**config.mk**
```make
export PLATFORM = sky130hd
export DESIGN_NAME = bus_break_unit
export DESIGN_NICKNAME = d
export VERILOG_FILES = /design/src/rtl/bbu_pkg.sv /design/src/rtl/bbu_regs.sv /design/src/rtl/bbu_channel.sv /design/src/rtl/bbu_trigger.sv /design/src/rtl/bus_break_unit.sv
export SDC_FILE = /design/constraint.sdc
export NUM_CORES = 1
export LEC_CHECK = 0
export ABC_AREA = 1
export BUFFER_PORTS_ARGS = -buffer_cell sky130_fd_sc_hd__buf_2
export CAP_MARGIN = 10
export CORE_UTILIZATION = 43
export CTS_CLUSTER_SIZE = 25
export DETAILED_ROUTE_END_ITERATION = 6
export GPL_TIMING_DRIVEN = 0
export HOLD_SLACK_MARGIN = 0.1
export PLACE_DENSITY = 0.79
export RECOVER_POWER = 100
export SETUP_SLACK_MARGIN = 0.2
export SLEW_MARGIN = 20
export SYNTH_ARGS = -nofsm -noshare
export SYNTH_HDL_FRONTEND = slang
export SYNTH_SLANG_ARGS = --single-unit
```
**constraint.sdc**
```tcl
create_clock -name clk -period 1.94 [get_ports clk]
set_clock_uncertainty 0.2 [all_clocks]
set_input_delay 0.097 -clock clk [delete_from_list [all_inputs] [get_ports clk]]
set_output_delay 0.097 -clock clk [all_outputs]
set_load 0.005 [all_outputs]
```
**src/rtl/bbu_pkg.sv**
```systemverilog
package bbu_pkg;
    localparam int NUM_CH    = 2;
    localparam int DATA_W    = 32;
    localparam int ADDR_W    = 2;
    localparam int SZ_W      = 2;
    localparam int WCODE_W   = 2;
    localparam int TCNT_W    = (1 << WCODE_W) - 1 + 1;
    localparam int NUM_FLAGS = 2 * NUM_CH;

    // control word bit positions the bench and software rely on
    localparam int TEN_LSB   = 18;
    localparam int WCODE_LSB = 16;
    localparam int FLAG_MSB  = 15;
    localparam int AFTER_MSB = 6;

    localparam logic [ADDR_W-1:0] ADDR_CTRL    = 2'd0;
    localparam int                ADDR_SZ_BASE = 1;

    typedef enum logic [SZ_W-1:0] {
        SZ_ANY  = 2'b00,
        SZ_BYTE = 2'b01,
        SZ_WORD = 2'b10,
        SZ_LONG = 2'b11
    } size_e;
endpackage

```
**src/rtl/bbu_regs.sv**
```systemverilog
module bbu_regs
    import bbu_pkg::*;
(
    input  logic                            clk,
    input  logic                            rst_n,
    input  logic [ADDR_W-1:0]               reg_addr,
    input  logic                            reg_wr,
    input  logic [DATA_W-1:0]               reg_wdata,
    output logic [DATA_W-1:0]               reg_rdata,
    input  logic [NUM_FLAGS-1:0]            flags_i,
    output logic [NUM_CH-1:0][SZ_W-1:0]     size_o,
    output logic [NUM_CH-1:0]               after_o,
    output logic [NUM_CH-1:0]               ten_o,
    output logic [WCODE_W-1:0]              wcode_o,
    output logic [NUM_FLAGS-1:0]            clr_o
);
    typedef struct packed {
        logic [NUM_CH-1:0][SZ_W-1:0] size;
        logic [NUM_CH-1:0]           after;
        logic [NUM_CH-1:0]           ten;
        logic [WCODE_W-1:0]          wcode;
    } cfg_t;

    cfg_t cfg_d, cfg_q;
    logic ctrl_wr;

    assign ctrl_wr = reg_wr && (reg_addr == ADDR_CTRL);

    always_comb begin
        cfg_d = cfg_q;
        clr_o = '0;
        if (ctrl_wr) begin
            cfg_d.wcode = reg_wdata[WCODE_LSB +: WCODE_W];
            for (int i = 0; i < NUM_CH; i++) begin
                cfg_d.ten[i]     = reg_wdata[TEN_LSB + i];
                cfg_d.after[i]   = reg_wdata[AFTER_MSB - i];
                clr_o[2*i]       = ~reg_wdata[FLAG_MSB - 2*i];
                clr_o[2*i + 1]   = ~reg_wdata[FLAG_MSB - 2*i - 1];
            end
        end
        for (int i = 0; i < NUM_CH; i++) begin
            if (reg_wr && (int'(reg_addr) == ADDR_SZ_BASE + i))
                cfg_d.size[i] = reg_wdata[SZ_W-1:0];
        end
    end

    always_comb begin
        reg_rdata = '0;
        if (reg_addr == ADDR_CTRL) begin
            reg_rdata[WCODE_LSB +: WCODE_W] = cfg_q.wcode;
            for (int i = 0; i < NUM_CH; i++) begin
                reg_rdata[TEN_LSB + i]          = cfg_q.ten[i];
                reg_rdata[AFTER_MSB - i]        = cfg_q.after[i];
                reg_rdata[FLAG_MSB - 2*i]       = flags_i[2*i];
                reg_rdata[FLAG_MSB - 2*i - 1]   = flags_i[2*i + 1];
            end
        end
        for (int i = 0; i < NUM_CH; i++) begin
            if (int'(reg_addr) == ADDR_SZ_BASE + i)
                reg_rdata[SZ_W-1:0] = cfg_q.size[i];
        end
    end

    always_ff @(posedge clk or negedge rst_n) begin
        if (!rst_n) cfg_q <= '0;
        else        cfg_q <= cfg_d;
    end

    assign size_o  = cfg_q.size;
    assign after_o = cfg_q.after;
    assign ten_o   = cfg_q.ten;
    assign wcode_o = cfg_q.wcode;

    logic unused_wbits;
    assign unused_wbits = ^{reg_wdata[31:20], reg_wdata[11:7], reg_wdata[4:2]};


    reserved_zero_chk: assert property (@(posedge clk) disable iff (!rst_n)
        (reg_addr == ADDR_CTRL) |->
            (reg_rdata[31:20] == '0 && reg_rdata[11:7] == '0 && reg_rdata[4:0] == '0));


    wcode_load_chk: assert property (@(posedge clk) disable iff (!rst_n)
        ctrl_wr |=> (wcode_o == $past(reg_wdata[WCODE_LSB +: WCODE_W])));
endmodule

```
**src/rtl/bbu_channel.sv**
```systemverilog
module bbu_channel
    import bbu_pkg::*;
(
    input  logic             clk,
    input  logic             rst_n,
    input  logic [SZ_W-1:0]  size_sel,
    input  logic             after_sel,
    input  logic             bus_valid,
    input  logic             bus_ifetch,
    input  logic [SZ_W-1:0]  bus_size,
    input  logic             insn_done,
    input  logic             clr_fetch,
    input  logic             clr_data,
    output logic             flag_fetch_o,
    output logic             flag_data_o,
    output logic             hit_o,
    output logic             brk_o
);
    typedef struct packed {
        logic flag_fetch;
        logic flag_data;
        logic pend;
    } ch_state_t;

    ch_state_t st_d, st_q;
    logic hit, fetch_hit, data_hit;

    always_comb begin
        hit       = bus_valid && ((size_sel == SZ_ANY) || (size_sel == bus_size));
        fetch_hit = hit && bus_ifetch;
        data_hit  = hit && !bus_ifetch;

        st_d = st_q;
        // hardware set has priority over a software clear
        st_d.flag_fetch = fetch_hit || (st_q.flag_fetch && !clr_fetch);
        st_d.flag_data  = data_hit  || (st_q.flag_data  && !clr_data);
        if (fetch_hit && after_sel) st_d.pend = 1'b1;
        else if (insn_done)         st_d.pend = 1'b0;

        brk_o = data_hit || (fetch_hit && !after_sel) || (st_q.pend && insn_done);
    end

    always_ff @(posedge clk or negedge rst_n) begin
        if (!rst_n) st_q <= '0;
        else        st_q <= st_d;
    end

    assign flag_fetch_o = st_q.flag_fetch;
    assign flag_data_o  = st_q.flag_data;
    assign hit_o        = hit;


    flag_set_src_chk: assert property (@(posedge clk) disable iff (!rst_n)
        $rose(st_q.flag_fetch) |-> $past(bus_valid && bus_ifetch));


    flag_clear_src_chk: assert property (@(posedge clk) disable iff (!rst_n)
        $fell(st_q.flag_data) |-> $past(clr_data));


    pend_release_chk: assert property (@(posedge clk) disable iff (!rst_n)
        $fell(st_q.pend) |-> $past(insn_done));


    idle_brk_chk: assert property (@(posedge clk) disable iff (!rst_n)
        (!bus_valid && !insn_done) |-> !brk_o);
endmodule

```
**src/rtl/bbu_trigger.sv**
```systemverilog
module bbu_trigger
    import bbu_pkg::*;
(
    input  logic               clk,
    input  logic               rst_n,
    input  logic               fire,
    input  logic [WCODE_W-1:0] wcode,
    output logic               trig_out
);
    typedef struct packed {
        logic [TCNT_W-1:0] cnt;
    } trg_state_t;

    trg_state_t st_d, st_q;

    always_comb begin
        st_d = st_q;
        if (fire)                st_d.cnt = TCNT_W'(1) << wcode;
        else if (st_q.cnt != '0) st_d.cnt = st_q.cnt - TCNT_W'(1);
    end

    always_ff @(posedge clk or negedge rst_n) begin
        if (!rst_n) st_q <= '0;
        else        st_q <= st_d;
    end

    assign trig_out = (st_q.cnt != '0);


    trig_fire_chk: assert property (@(posedge clk) disable iff (!rst_n)
        fire |=> trig_out);


    trig_quiet_chk: assert property (@(posedge clk) disable iff (!rst_n)
        (!trig_out && !fire) |=> !trig_out);
endmodule

```
**src/rtl/bus_break_unit.sv**
```systemverilog
module bus_break_unit
    import bbu_pkg::*;
(
    input  logic        clk,
    input  logic        rst_n,
    input  logic [1:0]  reg_addr,
    input  logic        reg_wr,
    input  logic [31:0] reg_wdata,
    output logic [31:0] reg_rdata,
    input  logic        bus_valid,
    input  logic        bus_ifetch,
    input  logic [1:0]  bus_size,
    input  logic        insn_done,
    output logic [1:0]  brk_req,
    output logic        trig_out
);
    logic [NUM_CH-1:0][SZ_W-1:0] size_sel;
    logic [NUM_CH-1:0]           after_sel;
    logic [NUM_CH-1:0]           ten;
    logic [WCODE_W-1:0]          wcode;
    logic [NUM_FLAGS-1:0]        clr;
    logic [NUM_FLAGS-1:0]        flags;
    logic [NUM_CH-1:0]           hit;
    logic                        fire;

    bbu_regs u_regs (
        .clk       (clk),
        .rst_n     (rst_n),
        .reg_addr  (reg_addr),
        .reg_wr    (reg_wr),
        .reg_wdata (reg_wdata),
        .reg_rdata (reg_rdata),
        .flags_i   (flags),
        .size_o    (size_sel),
        .after_o   (after_sel),
        .ten_o     (ten),
        .wcode_o   (wcode),
        .clr_o     (clr)
    );

    for (genvar g = 0; g < NUM_CH; g++) begin : g_ch
        bbu_channel u_ch (
            .clk          (clk),
            .rst_n        (rst_n),
            .size_sel     (size_sel[g]),
            .after_sel    (after_sel[g]),
            .bus_valid    (bus_valid),
            .bus_ifetch   (bus_ifetch),
            .bus_size     (bus_size),
            .insn_done    (insn_done),
            .clr_fetch    (clr[2*g]),
            .clr_data     (clr[2*g + 1]),
            .flag_fetch_o (flags[2*g]),
            .flag_data_o  (flags[2*g + 1]),
            .hit_o        (hit[g]),
            .brk_o        (brk_req[g])
        );
    end

    assign fire = |(hit & ten);

    bbu_trigger u_trig (
        .clk      (clk),
        .rst_n    (rst_n),
        .fire     (fire),
        .wcode    (wcode),
        .trig_out (trig_out)
    );


    idle_trig_chk: assert property (@(posedge clk) disable iff (!rst_n)
        (!bus_valid && !trig_out) |=> !trig_out);
endmodule

```
==> results of run 1 <==
[synthesized netlist by cell type]
cell      count
o21ai_0      16
inv_1        24
buf_4        23
o31ai_1       2
inv_2         2
ha_1          2
nand2_2       4
dfrtp_1      20
a21oi_1       6
nor2_2        1
nand3_1      13
nand4_4       2
a21boi_1      1
clkinv_1      1
o21ai_1       1
or2_2         1
nand4_1       2
nor2_1       18
conb_1        1
nand2_1      28
xor2_1        3
[registers in the layout, summed over array words and instances, names as in the netlist]
| register | flops |
|---|---|
| u_regs.wcode_o | 2 |
| u_regs.ten_o | 2 |
| u_trig.st_q | 4 |
| u_regs.size_o | 4 |
| g_ch.u_ch.flag_fetch_o | 2 |
| g_ch.u_ch.st_q | 2 |
| g_ch.u_ch.flag_data_o | 2 |
| u_regs.after_o | 2 |
[power groups by stage]
stage / clock network [mW] / registers (mW) / logic (mW)
after floorplan: 0 / 0.574 / 0.397
after global placement: 0 / 0.585 / 0.513
after detailed placement: 0 / 0.586 / 0.528
after CTS: 0.255 / 0.579 / 0.625
after global routing: 0.270 / 0.590 / 0.783
final: 0.251 / 0.579 / 0.707
[final cells by class]
cell class              count  area share
plain buffers              23      0.0835
clock buffers               4      0.0179
inverters                  27      0.0501
multi-input cells         120       0.309
flip-flops and latches     20       0.247
well taps                  31      0.0192
repair buffers             77       0.273
[layer usage]
layer	wire [um]	vias to the layer above	share of wire
li1	-	697	-
met1	1400	605	0.42
met2	1670	47	0.50
met3	158	7	0.048
met4	76	0	0.023
met5	0	-	0
[cell usage in the layout, fill, tap and decap left out]
| cell | instances |
|---|---|
| buf_6 | 1 |
| clkinv_1 | 1 |
| buf_4 | 34 |
| clkbuf_2 | 6 |
| clkbuf_1 | 7 |
| nand3_4 | 2 |
| nor2_1 | 19 |
| conb_1 | 20 |
| nand4_4 | 2 |
| dfrtp_1 | 20 |
| buf_2 | 23 |
| o21ai_2 | 3 |
| dlygate4sd3_1 | 26 |
| clkbuf_8 | 1 |
| nand2_2 | 3 |
| clkbuf_4 | 6 |
| or2_2 | 1 |
| nand3_1 | 11 |
| ha_1 | 2 |
| xor2_1 | 3 |
| a21boi_0 | 1 |
| a21oi_1 | 6 |
| o31ai_1 | 2 |
| nand4_1 | 2 |
| inv_2 | 4 |
| nand2_1 | 29 |
| inv_1 | 22 |
| o21ai_0 | 14 |
[final timing paths]
check	slack, ns	end	start	depth (start not counted)
worst min-delay path	-0.02	g_ch[0].u_ch.st_q[0]$_DFFE_PN0P_	bus_valid	3
max in group asynchronous	0.59	u_regs.size_o[3]$_DFFE_PN0P_	rst_n	3
min in group asynchronous	0.60	u_trig.st_q[0]$_DFFE_PN0P_	rst_n	3
worst max register to register	0.27	u_trig.st_q[0]$_DFFE_PN0P_	u_trig.st_q[1]$_DFFE_PN0P_	8
worst max-delay path	0.15	trig_out	u_trig.st_q[1]$_DFFE_PN0P_	6
worst min register to register	0.31	g_ch[0].u_ch.st_q[0]$_DFFE_PN0P_	g_ch[0].u_ch.st_q[0]$_DFFE_PN0P_	2
[metrics by stage]
stage               worst slack (ns)  power [mW]  instance area, um2  std cells  utilization
detailed placement             0.360        1.11                1590        257        0.566
CTS                            0.199        1.46                1940        291        0.692
finish                         0.154        1.54                2020        302        0.721
floorplan                      0.536       0.970                1370        190            -
global route                  0.0605        1.64                2020        302        0.721
global placement               0.406        1.10                1590        257        0.566
[cells by family (layout without fill, tap and decap cells)]
family,Yosys count,count (layout),share of synthesized area
flops,20,20,0.386
xor+xnor,3,3,0.0203
compound gates,26,26,0.106
simple gates,69,69,0.255
fa+ha+maj,2,2,0.0193
buf+inv,50,131,0.211
other cells,1,20,0.00289
[tightest hold or removal path: cells and delay by family]
kind | cells | cell delay [ns]
buf+inv | 1 | 0.17
simple gates | 1 | 0.12
compound gates | 1 | 0.06
[repair_timing]
item,in CTS,in global routing
pin swaps,2,5
setup buffers,4,11
endpoints found under the hold margin,40,8
setup endpoints to repair,3,6
gates resized for setup,7,9
gates cloned,0,0
==> impl_metrics.env, run 1 <==
export IMPL_die_w_um=56.9
export IMPL_worstPathArrival_ns=1.49
export IMPL_synthToLayoutAreaGrowth_pct=55.9
export IMPL_grt_pass1_wl_mm=5.23
export IMPL_met2_usage=0.380
export IMPL_yosysTopAreaCell="dfrtp_1"
export IMPL_hold_class="in2reg"
export IMPL_ys_warnings_count=0
export IMPL_pwr_share_seq=0.377
export IMPL_core_area_mm2=0.00281
export IMPL_grt_most_used_layer="met2"
export IMPL_rsz0062_at_grt="true"
export IMPL_grt_ovfl_total=0
export IMPL_viasPerCell=4.49
export IMPL_p_per_area_mw_per_mm2=760
export IMPL_die_h_um=56.9
export IMPL_drt_wl_total_mm=3.30
export IMPL_slowest_delay_ns=0.41
export IMPL_cts_buffer_depth=2
export IMPL_crit_top_cell="inv_1"
export IMPL_path_delay_family="flip-flops"
export IMPL_synth_cell_type_count=21
export IMPL_numCtsBuffers=3
export IMPL_drive_gt1_frac=0.317
export IMPL_period_share=0.921
export IMPL_dp_final_hpwl_mm=2.07
export IMPL_drtIter0Drc=52
export IMPL_antenna_found_initial=0
export IMPL_setup_tns_ns=0
export IMPL_first_global_vias=1220
export IMPL_worst_pin_slew_ns=0.509
export IMPL_ys_top_cells_by_area="dfrtp_1 (39%), buf_4 (13%), nand2_1 (8.1%), inv_1 (6.9%), o21ai_0 (6.2%)"
export IMPL_multiInputGateArea_um2=626
export IMPL_setup_violations_final=0
export IMPL_synth_cell_area_mm2=0.00130
export IMPL_cts_hold_fix_buffers=26
export IMPL_max_cap_violations=0
export IMPL_layout_min_cycle_time_ns=1.79
export IMPL_critPathKind="reg2out"
export IMPL_p_comb_frac=0.460
export IMPL_outcome="complete, but fails checks"
export IMPL_clk_latency_ns=0.31
export IMPL_power_switching_mw=0.547
export IMPL_cp_slowest_cell="dfrtp_1"
export IMPL_cp_start_kind="flop"
export IMPL_insertedDiodeCount=0
export IMPL_port_buffers=36
export IMPL_slew_headroom=0.661
export IMPL_synthCells=171
export IMPL_leakage_nw=1.14
export IMPL_cts_sinks=20
export IMPL_cp_end_kind="primary output"
export IMPL_cp_num_buf_inv=3
export IMPL_yosysTopAreaCellShare=0.386
export IMPL_holdWs_ns=-0.0243
export IMPL_fillers=224
export IMPL_pwr_share_clk=0.163
export IMPL_cts_tree="done"
export IMPL_row_count=19
export IMPL_power_internal_mw=0.991
export IMPL_worst_ir_drop_vdd_uv=514
export IMPL_post_drt_wl_per_cell_um=10.9
export IMPL_grt_usage=0.210
export IMPL_regArea_um2=500
export IMPL_first_pass_iters=6
export IMPL_gp_routability_congestion=0.772
export IMPL_drv_slew=0
export IMPL_postSynthAreaPerCell_um2=7.59
export IMPL_crit_chain="inv_1, ha_1, nand2_1, nor2_1, inv_1, buf_2"
export IMPL_use_met3=0.0272
export IMPL_ys_ff_latch=20
export IMPL_max_freq_mhz=560
export IMPL_switching_share=0.356
export IMPL_vias=1356
export IMPL_drtAntennaViolNets=0
export IMPL_critical_path_required_ns=1.64
export IMPL_initial_core_util=0.463
export IMPL_grt_max_degree=21
export IMPL_drc=8
export IMPL_htreeDepth=1
export IMPL_final_nets=316
export IMPL_grtUsageMet1=0.244
export IMPL_io_pins=77
export IMPL_hold_violations=2
export IMPL_cp_max_fo=4
export IMPL_violations="design-rule violations, negative hold slack"
export IMPL_cts_clk_slew_worst_paths_ns=0.12
export IMPL_root_buffer="clkbuf_4"
export IMPL_seq_area_frac_synth=0.386
export IMPL_die_area_mm2=0.00324
No activity file was read; power rests on OpenSTA's default activity.
==> run 2, diff against run 1 <==
--- a/config.mk
+++ b/config.mk
@@ -8,7 +8,7 @@
 export ABC_AREA = 1
 export BUFFER_PORTS_ARGS = -buffer_cell sky130_fd_sc_hd__buf_2
 export CAP_MARGIN = 10
-export CORE_UTILIZATION = 43
+export CORE_UTILIZATION = 44
 export CTS_CLUSTER_SIZE = 25
 export DETAILED_ROUTE_END_ITERATION = 6
 export GPL_TIMING_DRIVEN = 0
@@ -19,4 +19,5 @@
 export SLEW_MARGIN = 20
 export SYNTH_ARGS = -nofsm -noshare
 export SYNTH_HDL_FRONTEND = slang
+export SYNTH_HIERARCHICAL = 1
 export SYNTH_SLANG_ARGS = --single-unit
==> run 2 against run 1 <==
Against the previous run: the run now ends clean; first-iteration DRC count fell by 1.9%; maximum frequency barely moved; cell area rose by 8.2%; sequential share of layout area fell by 1.8 points; final cell count rose by 13%.
==> impl_metrics.env, run 2 <==
export IMPL_insertedDiodeCount=0
export IMPL_yosysTopAreaCell="dfrtp_1"
export IMPL_grt_max_degree=21
export IMPL_die_w_um=58.6
export IMPL_drtIter0Drc=51
export IMPL_cp_end_kind="flop"
export IMPL_synth_edf_count=0
export IMPL_cp_max_fo=10
export IMPL_pwr_share_clk=0.140
export IMPL_setup_violations_final=0
export IMPL_final_common_cell="nand2_1"
export IMPL_final_nets=342
export IMPL_cts_sinks=20
export IMPL_viasPerCell=4.26
export IMPL_root_buffer="clkbuf_4"
export IMPL_r2r_cells=10
export IMPL_pwr_share_seq=0.422
export IMPL_power_switching_mw=0.509
export IMPL_hold_violations=0
export IMPL_yosys_most_used_dff="dfrtp_1"
export IMPL_antenna_found_initial=0
export IMPL_io_pins=77
export IMPL_drv_slew=0
export IMPL_grt_ovfl_total=0
export IMPL_drc=0
export IMPL_dp_final_hpwl_mm=2.11
export IMPL_met3_length_um=121
export IMPL_worstSetupStartpoint="reg_wr"
export IMPL_drtAntennaViolNets=0
export IMPL_first_pass_iters=4
export IMPL_period_share=0.921
export IMPL_power_internal_mw=0.892
export IMPL_power_mw=1.40
export IMPL_initial_core_util=0.462
export IMPL_numCtsBuffers=3
export IMPL_seq_area_frac_synth=0.355
export IMPL_switching_share=0.364
export IMPL_wl_met2_mm=1.63
export IMPL_gp_routability_congestion=0.868
export IMPL_crit_chain="dlygate4sd3_1, clkbuf_1, buf_4, nand4_1, dlygate4sd3_1, nand2_1"
export IMPL_cp_slowest_cell="dlygate4sd3_1"
export IMPL_leakage_nw=1.22
export IMPL_rsz0062_at_grt="true"
export IMPL_setup_tns_ns=0
export IMPL_synth_cell_type_count=23
export IMPL_drive_gt1_frac=0.277
export IMPL_synthToLayoutAreaGrowth_pct=55.1
export IMPL_cts_clk_slew_worst_paths_ns=0.11
export IMPL_cp_start_kind="input pin"
export IMPL_critical_path_required_ns=1.98
export IMPL_max_cap_violations=0
export IMPL_ys_warnings_count=6
export IMPL_core_area_mm2=0.00305
export IMPL_vias=1447
export IMPL_drt_wl_total_mm=3.30
export IMPL_yosysTopAreaCellShare=0.355
export IMPL_die_area_mm2=0.00344
export IMPL_htreeDepth=1
export IMPL_p_comb_frac=0.437
export IMPL_grt_usage=0.204
export IMPL_cts_buffer_depth=2
export IMPL_critPathCapture="u_regs/size_o[1]$_DFFE_PN0P_"
export IMPL_synthArstFlopShare=1.00
export IMPL_critPathKind="in2reg"
export IMPL_port_buffers=34
export IMPL_postSynthAreaPerCell_um2=7.35
export IMPL_p_per_area_mw_per_mm2=640
export IMPL_worst_pin_slew_ns=0.521
export IMPL_row_count=20
export IMPL_layout_common_cells="nand2_1 (42), dlygate4sd3_1 (39), inv_1 (34)"
export IMPL_die_h_um=58.6
export IMPL_synth_most_common_cell="nand2_1"
export IMPL_max_freq_mhz=560
export IMPL_layout_min_cycle_time_ns=1.79
export IMPL_wl_met1_mm=1.52
export IMPL_ys_ff_latch=20
export IMPL_synth_cell_area_mm2=0.00141
export IMPL_outcome="finished, final reports clean"
export IMPL_post_drt_wl_per_cell_um=9.69
export IMPL_worst_ir_drop_vdd_uv=264
export IMPL_slowest_delay_ns=0.58
export IMPL_grt_pass1_wl_mm=5.30
export IMPL_clk_latency_ns=0.30
export IMPL_crit_top_cell="dlygate4sd3_1"
export IMPL_synthCells=192
export IMPL_rr_endpoint="u_trig/st_q[0]$_DFFE_PN0P_"
export IMPL_synth_common_cells="nand2_1 (42), inv_1 (34), buf_4 (22)"
export IMPL_cts_tree="done"
export IMPL_reg2reg_from="u_regs/size_o[2]$_DFFE_PN0P_"
export IMPL_hold_class="in2reg"
export IMPL_top_layer="met4"
export IMPL_r2r_slack_ns=0.21
export IMPL_slew_headroom=0.653
export IMPL_worstPathArrival_ns=1.83
export IMPL_ys_top_cells_by_area="dfrtp_1 (35%), buf_4 (12%), nand2_1 (11%), inv_1 (9.0%), nand3_1 (6.4%)"
export IMPL_first_global_vias=1252
run 2: cell count changes after synthesis, moves of 5 or more:
cell     previous run  this run
inv_1              24        34
nand2_1            28        42
o21ai_0            16         0
nand3_1            13        18
run 2: logic make-up after synthesis:
logic type | count (synthesis) | synth area share
XOR/XNOR | 1 | 0.00621
AND/OR/NAND/NOR | 94 | 0.315
AO/OA/AOI/OAI | 16 | 0.0860
buffers and inverters | 58 | 0.218
other | 1 | 0.00266
adder cells (fa/ha/maj) | 2 | 0.0177
flip-flops | 20 | 0.355
run 2: layout make-up:
type / instances / area, um2
buffer: 23 / 176
clock buffer: 3 / 22.5
fill: 276 / 865
inverter: 35 / 131
multi-input combinational: 133 / 679
sequential: 20 / 502
tap: 44 / 55.1
timing repair buffer: 82 / 622
run 2: power groups by stage:
stage | clock network (mW) | logic (mW) | registers, mW
3_5_place_dp | 0 | 0.510 | 0.600
2_1_floorplan | 0 | 0.393 | 0.580
4_1_cts | 0.204 | 0.563 | 0.591
6_report | 0.197 | 0.613 | 0.592
5_1_grt | 0.233 | 0.693 | 0.607
3_3_place_gp | 0 | 0.498 | 0.597
run 2: worst min path at each step:
stage	from	endpoint	slack (ns)	depth (start not counted)
floorplan	rst_n	g_ch[0].u_ch/flag_data_o$_DFF_PN0_	-0.40	0
global placement	rst_n	u_trig/st_q[0]$_DFFE_PN0P_	-0.13	1
detailed placement	rst_n	u_trig/st_q[0]$_DFFE_PN0P_	-0.13	1
CTS	bus_size[1]	g_ch[1].u_ch/flag_data_o$_DFF_PN0_	0.06	5
global route	bus_size[1]	g_ch[1].u_ch/flag_fetch_o$_DFF_PN0_	0.11	5
finish	bus_size[1]	g_ch[1].u_ch/flag_fetch_o$_DFF_PN0_	0.09	5
run 2: timing repair:
item,in CTS,in global routing
gates resized for setup,1,7
hold endpoints to repair,36,0
buffers inserted,0,9
endpoints found under the setup margin,4,9
pin swaps,0,6
hold buffers,39,0
run 2: metal layers:
metal  vias up  global-route usage
li1        760                   -
met1       642               0.257
met2        43               0.365
met3         2              0.0132
met4         0              0.0816
met5         -                   0
run 2: through the flow:
step | setup WS [ns] | utilization | cells | cell area [um2] | hold slack [ns]
2_1_floorplan | 0.315 | - | 211 | 1480 | -0.399
3_3_place_gp | 0.169 | 0.559 | 289 | 1710 | -0.135
3_5_place_dp | 0.122 | 0.559 | 289 | 1710 | -0.129
4_1_cts | 0.215 | 0.695 | 331 | 2120 | 0.0639
5_1_grt | 0.0943 | 0.717 | 340 | 2190 | 0.114
6_report | 0.153 | 0.717 | 340 | 2190 | 0.0935
run 2: worst max-delay path, delay by kind of cell:
kind	cells	cell delay (ns)
buffers and inverters	4	1.55
and+or+nand+nor	2	0.17
==> run 3, diff against run 2 <==
--- a/config.mk
+++ b/config.mk
@@ -6,8 +6,8 @@
 export NUM_CORES = 1
 export LEC_CHECK = 0
 export ABC_AREA = 1
-export BUFFER_PORTS_ARGS = -buffer_cell sky130_fd_sc_hd__buf_2
-export CAP_MARGIN = 10
+export BUFFER_PORTS_ARGS = -buffer_cell sky130_fd_sc_hd__buf_4
+export CAP_MARGIN = 20
 export CORE_UTILIZATION = 44
 export CTS_CLUSTER_SIZE = 25
 export DETAILED_ROUTE_END_ITERATION = 6
==> run 3 against run 2 <==
Against the previous run: critical path depth did not move; worst setup slack improved by 0.019 ns; clock power is 24% higher; global-route usage is 0.71 points higher; final cell count unchanged; sequential power about the same; non-clock buffer count is 1 lower; cell area rose by 4.5%.
==> impl_metrics.env, run 3 (synthesis gave the netlist of run 2 again) <==
export IMPL_outcome="finished, final reports clean"
export IMPL_cts_clk_slew_worst_paths_ns=0.12
export IMPL_max_freq_mhz=566
export IMPL_cp_end_kind="flop"
export IMPL_dp_final_hpwl_mm=2.09
export IMPL_dp_cells=289
export IMPL_final_common_cell="buf_4"
export IMPL_htreeDepth=1
export IMPL_worstPathArrival_ns=1.81
export IMPL_antenna_found_initial=0
export IMPL_io_pins=77
export IMPL_die_h_um=58.6
export IMPL_critical_path_required_ns=1.98
export IMPL_leakage_nw=1.27
export IMPL_final_nets=341
export IMPL_gp_routability_congestion=0.885
export IMPL_vias=1467
export IMPL_layout_min_cycle_time_ns=1.77
export IMPL_numCtsBuffers=3
export IMPL_drv_slew=0
export IMPL_critPathKind="in2reg"
export IMPL_layout_common_cells="buf_4 (51), nand2_1 (42), dlygate4sd3_1 (35)"
export IMPL_cp_start_kind="input pin"
export IMPL_first_pass_iters=6
export IMPL_post_drt_wl_per_cell_um=10.0
export IMPL_grt_pass1_wl_mm=5.41
export IMPL_cts_tree="done"
export IMPL_drt_wl_total_mm=3.41
export IMPL_final_area_mm2=0.00229
export IMPL_worst_pin_slew_ns=0.518
export IMPL_cts_buffer_depth=2
export IMPL_holdPathStages=7
export IMPL_insertedDiodeCount=0
export IMPL_root_buffer="clkbuf_4"
export IMPL_drtAntennaViolNets=0
export IMPL_cts_sinks=20
export IMPL_setup_tns_ns=0
export IMPL_drive_gt1_frac=0.304
export IMPL_max_cap_violations=0
export IMPL_die_w_um=58.6
export IMPL_cp_max_fo=6
export IMPL_rsz0062_at_grt="true"
export IMPL_period_share=0.911
export IMPL_worst_ir_drop_vdd_uv=331
export IMPL_drc=0
export IMPL_first_global_vias=1334
export IMPL_top_layer="met4"
export IMPL_row_count=20
export IMPL_met3_length_um=140
export IMPL_slew_headroom=0.655
export IMPL_grt_max_degree=21
export IMPL_utilization=0.749
export IMPL_hold_violations=0
export IMPL_synthToLayoutAreaGrowth_pct=62.0
export IMPL_die_area_mm2=0.00344
export IMPL_setup_violations_final=0
export IMPL_wl_met2_mm=1.72
export IMPL_viasPerCell=4.31
export IMPL_initial_core_util=0.462
export IMPL_drtIter0Drc=48
export IMPL_hold_class="in2reg"
export IMPL_postPlaceCellArea_mm2=0.00179
export IMPL_stdcell_count=340
export IMPL_r2r_cells=9
export IMPL_grt_usage=0.211
export IMPL_grt_ovfl_total=0
export IMPL_wl_met1_mm=1.47
export IMPL_core_area_mm2=0.00305
export IMPL_p_per_area_mw_per_mm2=651
export IMPL_port_buffers=34
export IMPL_clk_latency_ns=0.30
run 3: cell count changes in the layout (fill, tap and decap cells not counted), moves of 4 or more:
cell	previous run	this run
buf_2	21	0
buf_4	31	51
clkbuf_1	7	2
clkbuf_2	5	1
clkbuf_4	4	13
dlygate4sd3_1	39	35
run 3: worst paths after layout:
kind | slack (ns) | startpoint | endpoint
max in group asynchronous | 0.55 | rst_n | u_regs/size_o[0]$_DFFE_PN0P_
min in group asynchronous | 0.62 | rst_n | u_regs/after_o[0]$_DFFE_PN0P_
worst min register to register | 0.28 | g_ch[0].u_ch/st_q[0]$_DFFE_PN0P_ | g_ch[0].u_ch/st_q[0]$_DFFE_PN0P_
worst min-delay path | 0.20 | bus_size[1] | g_ch[1].u_ch/st_q[0]$_DFFE_PN0P_
worst max register to register | 0.21 | u_regs/size_o[2]$_DFFE_PN0P_ | u_trig/st_q[3]$_DFFE_PN0P_
worst max-delay path | 0.17 | reg_wr | u_regs/ten_o[0]$_DFFE_PN0P_
run 3: metal layers:
metal | vias up | global-route usage
met5 | - | 0
met4 | 0 | 0.0918
met3 | 8 | 0.0198
met2 | 57 | 0.409
met1 | 642 | 0.232
li1 | 760 | -
run 3: area by class of cell:
cell class              count  area, um2
multi-input cells         133        681
well taps                  44       55.1
flip-flops and latches     20        503
clock buffers               4       36.3
fillers                   241        767
inverters                  35        131
plain buffers              23        176
repair buffers             81        703
run 3: through the flow:
step           hold slack (ns)  worst slack [ns]  total power, mW
2_1_floorplan           -0.399             0.315            0.973
3_3_place_gp            -0.212             0.166             1.12
3_5_place_dp            -0.207             0.117             1.14
4_1_cts                  0.298             0.204             1.44
5_1_grt                  0.256            0.0435             1.62
6_report                 0.200             0.172             1.49
run 3: where the power goes:
group          switching [mW]  internal (mW)
registers              0.0780          0.515
logic                   0.319          0.331
clock network           0.131          0.115
total                   0.528          0.960
run 3: timing repair:
action | in CTS | in global routing
endpoints found under the hold margin | 36 | 0
resized for setup | 2 | 13
pin swaps | 0 | 12
buffers inserted | 0 | 10
endpoints found under the setup margin | 4 | 8
hold buffers | 39 | 0
run 3: critical path: stages:
cell	delay [ns]
dlygate4sd3_1	0.54
buf_4	0.15
nand2_1	0.17
dlygate4sd3_1	0.69
nand2_1	0.09
nand2_1	0.08
